[config.mk]
export PLATFORM = sky130hd
export DESIGN_NAME = rail_seq_ctrl
export DESIGN_NICKNAME = d
export VERILOG_FILES = /design/src/rtl/rail_seq_pkg.sv /design/src/rtl/rail_seq_slot.sv /design/src/rtl/rail_seq_wdog.sv /design/src/rtl/rail_seq_ctrl.sv
export SDC_FILE = /design/constraint.sdc
export NUM_CORES = 1
export LEC_CHECK = 0
export BUFFER_PORTS_ARGS = -buffer_cell sky130_fd_sc_hd__clkbuf_2
export CAP_MARGIN = 30
export CORE_ASPECT_RATIO = 1.2
export CORE_MARGIN = 2
export CORE_UTILIZATION = 64
export CTS_BUF_LIST = sky130_fd_sc_hd__clkbuf_4 sky130_fd_sc_hd__clkbuf_8
export CTS_CLUSTER_DIAMETER = 120
export DETAILED_ROUTE_END_ITERATION = 7
export PLACE_DENSITY = 0.88
export SETUP_SLACK_MARGIN = 0.05
export SLEW_MARGIN = 20
export SYNTH_ARGS = -nofsm -noshare
export SYNTH_HDL_FRONTEND = slang
export SYNTH_SLANG_ARGS = --single-unit
[constraint.sdc]
create_clock -name clk -period 5.5 [get_ports clk]
set_input_delay 0.55 -clock clk [delete_from_list [all_inputs] [get_ports clk]]
set_output_delay 0.55 -clock clk [all_outputs]
set_load 0.005 [all_outputs]
[src/rtl/rail_seq_pkg.sv]
package rail_seq_pkg;

  typedef enum logic [1:0] {
    MODE_SLEEP   = 2'd0,
    MODE_STANDBY = 2'd1,
    MODE_ACTIVE  = 2'd2
  } pwr_mode_e;

  typedef enum logic [2:0] {
    ST_SLEEP,
    ST_STBY,
    ST_PUP,
    ST_ACT,
    ST_PDN
  } seq_state_e;

  function automatic pwr_mode_e mode_of(input seq_state_e s);
    case (s)
      ST_SLEEP: mode_of = MODE_SLEEP;
      ST_STBY:  mode_of = MODE_STANDBY;
      default:  mode_of = MODE_ACTIVE;
    endcase
  endfunction

endpackage

[src/rtl/rail_seq_slot.sv]
module rail_seq_slot #(
  parameter int FIRST_TICKS = 6,
  parameter int NEXT_TICKS  = 2,
  localparam int MAX_TICKS  = (FIRST_TICKS > NEXT_TICKS) ? FIRST_TICKS : NEXT_TICKS,
  localparam int CNT_W      = $clog2(MAX_TICKS + 1)
) (
  input  logic clk,
  input  logic rst,
  input  logic tick,
  input  logic set_en,
  input  logic clr_en,
  input  logic first,
  input  logic pg,
  output logic en,
  output logic rdy
);

  logic [CNT_W-1:0] cnt;

  always_ff @(posedge clk) begin
    if (rst) begin
      en  <= 1'b0;
      cnt <= '0;
      rdy <= 1'b0;
    end else if (clr_en) begin
      en  <= 1'b0;
      cnt <= '0;
      rdy <= 1'b0;
    end else if (set_en) begin
      en  <= 1'b1;
      cnt <= first ? CNT_W'(FIRST_TICKS) : CNT_W'(NEXT_TICKS);
      rdy <= 1'b0;
    end else begin
      if (tick && cnt != '0) cnt <= cnt - 1'b1;
      rdy <= en && (cnt == '0) && pg;
    end
  end

  AST_RDY_NEEDS_EN: assert property (@(posedge clk) disable iff (rst) rdy |-> en);
  AST_FRESH_NOT_RDY: assert property (@(posedge clk) disable iff (rst) (set_en && !clr_en) |=> !rdy);

endmodule

[src/rtl/rail_seq_wdog.sv]
module rail_seq_wdog #(
  parameter int N_CONV    = 2,
  parameter int TMO_TICKS = 10,
  localparam int CNT_W    = $clog2(TMO_TICKS + 1)
) (
  input  logic              clk,
  input  logic              rst,
  input  logic              tick,
  input  logic              conv_on,
  input  logic [N_CONV-1:0] conv_pg,
  output logic              timeout
);

  logic [CNT_W-1:0] cnt;
  logic             ok;

  always_ff @(posedge clk) begin
    if (rst || !conv_on) begin
      cnt <= '0;
      ok  <= 1'b0;
    end else if (&conv_pg) begin
      ok <= 1'b1;
    end else if (tick && !ok && cnt != CNT_W'(TMO_TICKS)) begin
      cnt <= cnt + 1'b1;
    end
  end

  assign timeout = conv_on && !ok && !(&conv_pg) && tick && (cnt == CNT_W'(TMO_TICKS - 1));

  AST_CNT_BOUND: assert property (@(posedge clk) disable iff (rst) cnt <= CNT_W'(TMO_TICKS));

endmodule

[src/rtl/rail_seq_ctrl.sv]
module rail_seq_ctrl
  import rail_seq_pkg::*;
#(
  parameter int N_RAILS        = 4,
  parameter int N_CONV         = 2,
  parameter int FIRST_TICKS    = 6,
  parameter int NEXT_TICKS     = 2,
  parameter int CONV_TMO_TICKS = 10,
  localparam int IDX_W         = (N_RAILS > 1) ? $clog2(N_RAILS) : 1,
  parameter logic [N_RAILS*IDX_W-1:0]   PUP_ORDER = 8'b11_01_00_10,
  parameter logic [N_RAILS*N_RAILS-1:0] DEP_MASK  = 16'h0800
) (
  input  logic               clk,
  input  logic               rst,
  input  logic               tick_1ms,
  input  logic               wakeup,
  input  logic [N_RAILS-1:0] rail_req,
  input  logic [N_RAILS-1:0] rail_pg,
  input  logic [N_CONV-1:0]  conv_pg,
  input  logic               fault_uvlo,
  input  logic               fault_conv_uv,
  input  logic               fault_therm,
  input  logic [N_RAILS-1:0] rail_uv,
  output logic [N_RAILS-1:0] rail_en,
  output logic [N_RAILS-1:0] rail_rdy,
  output logic [N_CONV-1:0]  conv_en,
  output logic [1:0]         mode,
  output logic               pgood_pull_low
);

  localparam logic [IDX_W-1:0] LAST_IDX = IDX_W'(N_RAILS - 1);

  seq_state_e         state, state_n;
  pwr_mode_e          mode_q;
  logic [IDX_W-1:0]   seq_idx, idx_n;
  logic [N_CONV-1:0]  conv_n;
  logic [N_RAILS-1:0] req_q, rise, fall;
  logic [N_RAILS-1:0] set_vec, clr_vec, uv_kill;
  logic               first_rail, glb_fault, tmo, abort;

  function automatic logic [IDX_W-1:0] ord_at(input logic [IDX_W-1:0] k);
    ord_at = PUP_ORDER[k*IDX_W +: IDX_W];
  endfunction

  assign rise       = rail_req & ~req_q;
  assign fall       = ~rail_req & req_q;
  assign glb_fault  = fault_uvlo | fault_conv_uv | fault_therm;
  assign first_rail = ~(|rail_en);
  assign abort      = !wakeup || glb_fault || tmo;

  always_comb begin
    uv_kill = '0;
    for (int i = 0; i < N_RAILS; i++) begin
      if (rail_uv[i] && rail_en[i]) begin
        uv_kill    = uv_kill | DEP_MASK[i*N_RAILS +: N_RAILS];
        uv_kill[i] = 1'b1;
      end
    end
  end

  rail_seq_wdog #(
    .N_CONV    (N_CONV),
    .TMO_TICKS (CONV_TMO_TICKS)
  ) u_wdog (
    .clk     (clk),
    .rst     (rst),
    .tick    (tick_1ms),
    .conv_on (&conv_en),
    .conv_pg (conv_pg),
    .timeout (tmo)
  );

  for (genvar g = 0; g < N_RAILS; g++) begin : gen_slot
    rail_seq_slot #(
      .FIRST_TICKS (FIRST_TICKS),
      .NEXT_TICKS  (NEXT_TICKS)
    ) u_slot (
      .clk    (clk),
      .rst    (rst),
      .tick   (tick_1ms),
      .set_en (set_vec[g]),
      .clr_en (clr_vec[g]),
      .first  (first_rail),
      .pg     (rail_pg[g]),
      .en     (rail_en[g]),
      .rdy    (rail_rdy[g])
    );
  end

  always_comb begin
    state_n = state;
    idx_n   = seq_idx;
    conv_n  = conv_en;
    set_vec = '0;
    clr_vec = '0;
    case (state)
      ST_SLEEP: begin
        if (wakeup) begin
          if (|rail_req) begin
            state_n = ST_PUP;
            conv_n  = '1;
            idx_n   = '0;
          end else begin
            state_n = ST_STBY;
          end
        end
      end
      ST_STBY: begin
        if (!wakeup) begin
          state_n = ST_SLEEP;
        end else if (|rise) begin
          set_vec = rise;
          conv_n  = '1;
          state_n = ST_ACT;
        end
      end
      ST_PUP: begin
        if (abort) begin
          state_n = ST_PDN;
          idx_n   = LAST_IDX;
        end else begin
          clr_vec = uv_kill;
          if (tick_1ms) begin
            if (rail_req[ord_at(seq_idx)]) set_vec[ord_at(seq_idx)] = 1'b1;
            if (seq_idx == LAST_IDX) state_n = ST_ACT;
            else                     idx_n   = seq_idx + 1'b1;
          end
        end
      end
      ST_ACT: begin
        if (abort) begin
          state_n = ST_PDN;
          idx_n   = LAST_IDX;
        end else if (rail_en == '0 && rise == '0) begin
          conv_n  = '0;
          state_n = ST_STBY;
        end else begin
          set_vec = rise;
          clr_vec = fall | uv_kill;
        end
      end
      ST_PDN: begin
        if (tick_1ms) begin
          clr_vec[ord_at(seq_idx)] = 1'b1;
          if (seq_idx == '0) begin
            conv_n  = '0;
            state_n = wakeup ? ST_STBY : ST_SLEEP;
          end else begin
            idx_n = seq_idx - 1'b1;
          end
        end
      end
      default: state_n = ST_SLEEP;
    endcase
  end

  always_ff @(posedge clk) begin
    if (rst) begin
      state          <= ST_SLEEP;
      mode_q         <= MODE_SLEEP;
      seq_idx        <= '0;
      conv_en        <= '0;
      req_q          <= '0;
      pgood_pull_low <= 1'b1;
    end else begin
      state          <= state_n;
      mode_q         <= mode_of(state_n);
      seq_idx        <= idx_n;
      conv_en        <= conv_n;
      req_q          <= rail_req;
      pgood_pull_low <= ~(&rail_rdy) | glb_fault | (|rail_uv);
    end
  end

  assign mode = mode_q;

  AST_RAIL_NEEDS_CONV: assert property (@(posedge clk) disable iff (rst) (|rail_en) |-> (&conv_en));
  AST_SLEEP_QUIET: assert property (@(posedge clk) disable iff (rst) (mode_q == MODE_SLEEP) |-> (rail_en == '0 && conv_en == '0));
  AST_PDN_ONE_STEP: assert property (@(posedge clk) disable iff (rst) (state == ST_PDN) |=> ($countones($past(rail_en) & ~rail_en) <= 1));
  AST_TMO_SHUTS: assert property (@(posedge clk) disable iff (rst) (tmo && state == ST_ACT) |=> (state == ST_PDN));
  AST_FAULT_PG: assert property (@(posedge clk) disable iff (rst) glb_fault |=> pgood_pull_low);
  AST_UV_KEEPS_CONV: assert property (@(posedge clk) disable iff (rst) (state == ST_ACT && |(rail_uv & rail_en) && !abort) |=> (&conv_en));

endmodule

==> impl_metrics.toml <==
[floorplanning]
initial_utilization_pct = 68.3
design.core.area_sq_um = 3400
core.rowCount = 23
fp.dieH_microns = 70.0
ioPinCount = 34
die-width_microns = 59.0
die-area_sq_um = 4120

[finish]
layout.filler_cells = 252
finish.instance_area_sq_um = 2530
post_layout_nonfiller_instances = 332
synthesis_to_layout_area_growth_pct = 9.12
fraction_of_final_layout_cells_sized_beyond_drive_strength_1_pct = 19.0
final_design_utilization_pct = 74.5
final_net_count = 330
antennaDiodeCount = 0

[route]
routed-via-count = 2112
ant_nets = 0
avgViaCountPerCell = 6.36
post-route-drc-count = 3
detail_route.wirelength_microns = 5460
first_pass_iters = 8
route.detailed.wl_per_inst_microns = 16.4
detail_route.iter0.violations = 104

[yosys]
yosysTopAreaCell = "sky130_fd_sc_hd__dfxtp_1"
post_synth_instance_area_sq_um = 2320
post-synth-top-count-cell = "sky130_fd_sc_hd__dfxtp_1"
syn-instance-count = 270
post_syn_nets = 306
synth_seq_area_share_pct = 32.8
synthTopCellsByCount = "sky130_fd_sc_hd__dfxtp_1, sky130_fd_sc_hd__inv_1, sky130_fd_sc_hd__a21oi_1"
synthTopCellsByArea = "sky130_fd_sc_hd__dfxtp_1, sky130_fd_sc_hd__ha_1, sky130_fd_sc_hd__a21oi_1"
synth-async-reset-ratio_pct = 0
netlist.area_leader.share_pct = 32.8
most_used_flip_flop_cell_after_synthesis = "sky130_fd_sc_hd__dfxtp_1"
yosysWarningCount = 0
synth.lib_cells_used.distinct = 51
syn-mean-instance-area_sq_um = 8.59
postSynthRegisterBits = 38
synth_edf_count = 0

[placement]
gp_congestion = 0.899
detailedPlacementHpwl_microns = 4160
postPlaceCellArea_sq_um = 2440
place_inst = 324
io_buffer_count = 33

[clocking]
tritoncts.num_buffers = 5
tritoncts = "built"
holdBufCountCts = 0
cts_repair_resize_count = 0
cts.repair_timing.setup_buffer_count = 0
clock_sink_count = 38
clock_tree.htree_level_count = 2
skew_pair_late_insertion_delay_ps = 300
cts-root-buf = "sky130_fd_sc_hd__clkbuf_8"
clk_transition_reported_paths_ps = 80
clk_path_buf_depth = 2

[timing]
worst_clock_skew_ps = 4.09
setup_tns_ps = 0
timing.final.hold_violations = 0
normalized_max_slew_margin_pct = 44.3
timing_max_transition_violations_final = 0
setup_viol = 0
fin_crit_ps = 2380
worst_slew_pin_slew_ps = 828
setup_repair_after_global_routing_missed_its_margin = "false"
fmax_ghz = 0.419
period_share_pct = 43.3

[worst_setup_path]
crit_required_ps = 5720
worst-path-max-fanout = 7
worst_stage_delay_on_the_critical_path_ps = 390
worst_ep_arrival_time_ps = 2600
cpMaxStageDelayCell = "sky130_fd_sc_hd__dfxtp_1"
worstPathCellList = "inv_1 -> ha_1 -> mux2_2 -> a22oi_1 -> or3_1 -> o22ai_1 -> nor4_2"
cp-start-kind = "flop"
timing_worst_setup_path_type = "reg2reg"
cp-end-kind = "flop"

[global_route]
grt_start_max_net_pins = 22
overflow = 0
wire_length_of_the_first_global_routing_pass_microns = 8870
antenna_violations_before_repair = 0
via_count_of_the_first_global_routing_pass = 1972
grt_util_all_layers_pct = 27.8

[power_and_ir_drop]
power.leakage_nw = 0.998
power_uw = 845
power_per_cell_area_nw_per_um2 = 334
ir_worst_vdd_uv = 223

[outcome]
failed_checks = "DRC"
outcome = "complete, but fails checks"

[run]
cap_violations = 0

[worst_hold_path]
timing.hold.worst.class = "reg2reg"
[metrics by stage]
stage | worst slack [ps] | hold slack, ps
6_report | 3120 | 411
5_1_grt | 2940 | 432
4_1_cts | 3150 | 422
3_5_place_dp | 2980 | 405
3_3_place_gp | 3060 | 393
2_1_floorplan | 3380 | 371
[path summary, 6_finish.rpt]
kind	start	endpoint	slack (ps)	depth (start not counted)
worst min-delay path	gen_slot[1].u_slot.rdy$_SDFF_PP0_	pgood_pull_low$_SDFF_PP1_	410	1
worst max-delay path	seq_idx[1]$_SDFFE_PP0P_	gen_slot[3].u_slot.rdy$_SDFF_PP0_	3120	7
worst max register to register	seq_idx[1]$_SDFFE_PP0P_	gen_slot[3].u_slot.rdy$_SDFF_PP0_	3120	7
worst min register to register	gen_slot[1].u_slot.rdy$_SDFF_PP0_	pgood_pull_low$_SDFF_PP1_	410	1
[power breakdown]
part	switching [mW]	internal, mW
combinational	0.170	0.129
sequential	0.0242	0.317
clock	0.104	0.101
[layout by cell type, fill, tap and decap left out, types with 8 or more instances in the layout]
master	instances
sky130_fd_sc_hd__ha_1	15
sky130_fd_sc_hd__nand2_1	18
sky130_fd_sc_hd__inv_1	25
sky130_fd_sc_hd__dfxtp_1	38
sky130_fd_sc_hd__nor2_1	19
sky130_fd_sc_hd__nor3_1	11
sky130_fd_sc_hd__xnor2_1	8
sky130_fd_sc_hd__a21oi_1	23
sky130_fd_sc_hd__clkbuf_2	33
sky130_fd_sc_hd__nand3_1	10
[cell families after synthesis]
kind of cell / share of synthesized area [%]
multiplexers: 1.94
AND/OR/NAND/NOR: 22.8
flip-flops: 32.8
buffers and inverters: 8.14
adder cells (fa/ha/maj): 8.09
XOR/XNOR: 3.40
AO/OA/AOI/OAI: 22.8
[routing by layer]
| layer | vias up | wire (microns) | GRT usage (%) |
|---|---|---|---|
| li1 | 1014 | - | - |
| met1 | 973 | 2180 | 35.7 |
| met2 | 112 | 2630 | 44.3 |
| met3 | 13 | 541 | 6.11 |
| met4 | 0 | 111 | 11.4 |
| met5 | - | 0 | 0 |
[layout make-up]
class / count / area (sq um) / share of cell area, %
Clock buffer: 6 / 82.6 / 3.26
Clock inverter: 2 / 12.5 / 0.494
Inverter: 25 / 93.8 / 3.71
Multi-Input combinational cell: 191 / 1370 / 54.1
Sequential cell: 38 / 761 / 30.1
Tap cell: 37 / 46.3 / 1.83
Timing Repair Buffer: 33 / 165 / 6.52
[worst max-delay path: cells and delay by family, from the launching register on]
kind | cells | cell delay, ps
adder cells (fa/ha/maj) | 1 | 370
AO/OA/AOI/OAI | 2 | 540
multiplexers | 1 | 350
flip-flops | 1 | 390
buffers and inverters | 1 | 100
AND/OR/NAND/NOR | 2 | 550
[registers in the layout, summed over array words and instances (netlist names)]
name                 count
gen_slot.u_slot.cnt     12
gen_slot.u_slot.en       4
gen_slot.u_slot.rdy      4
req_q                    4
u_wdog.cnt               4
state                    3
mode                     2
seq_idx                  2
conv_en                  1
pgood_pull_low           1
u_wdog.ok                1
No activity file was read; power rests on OpenSTA's default activity.
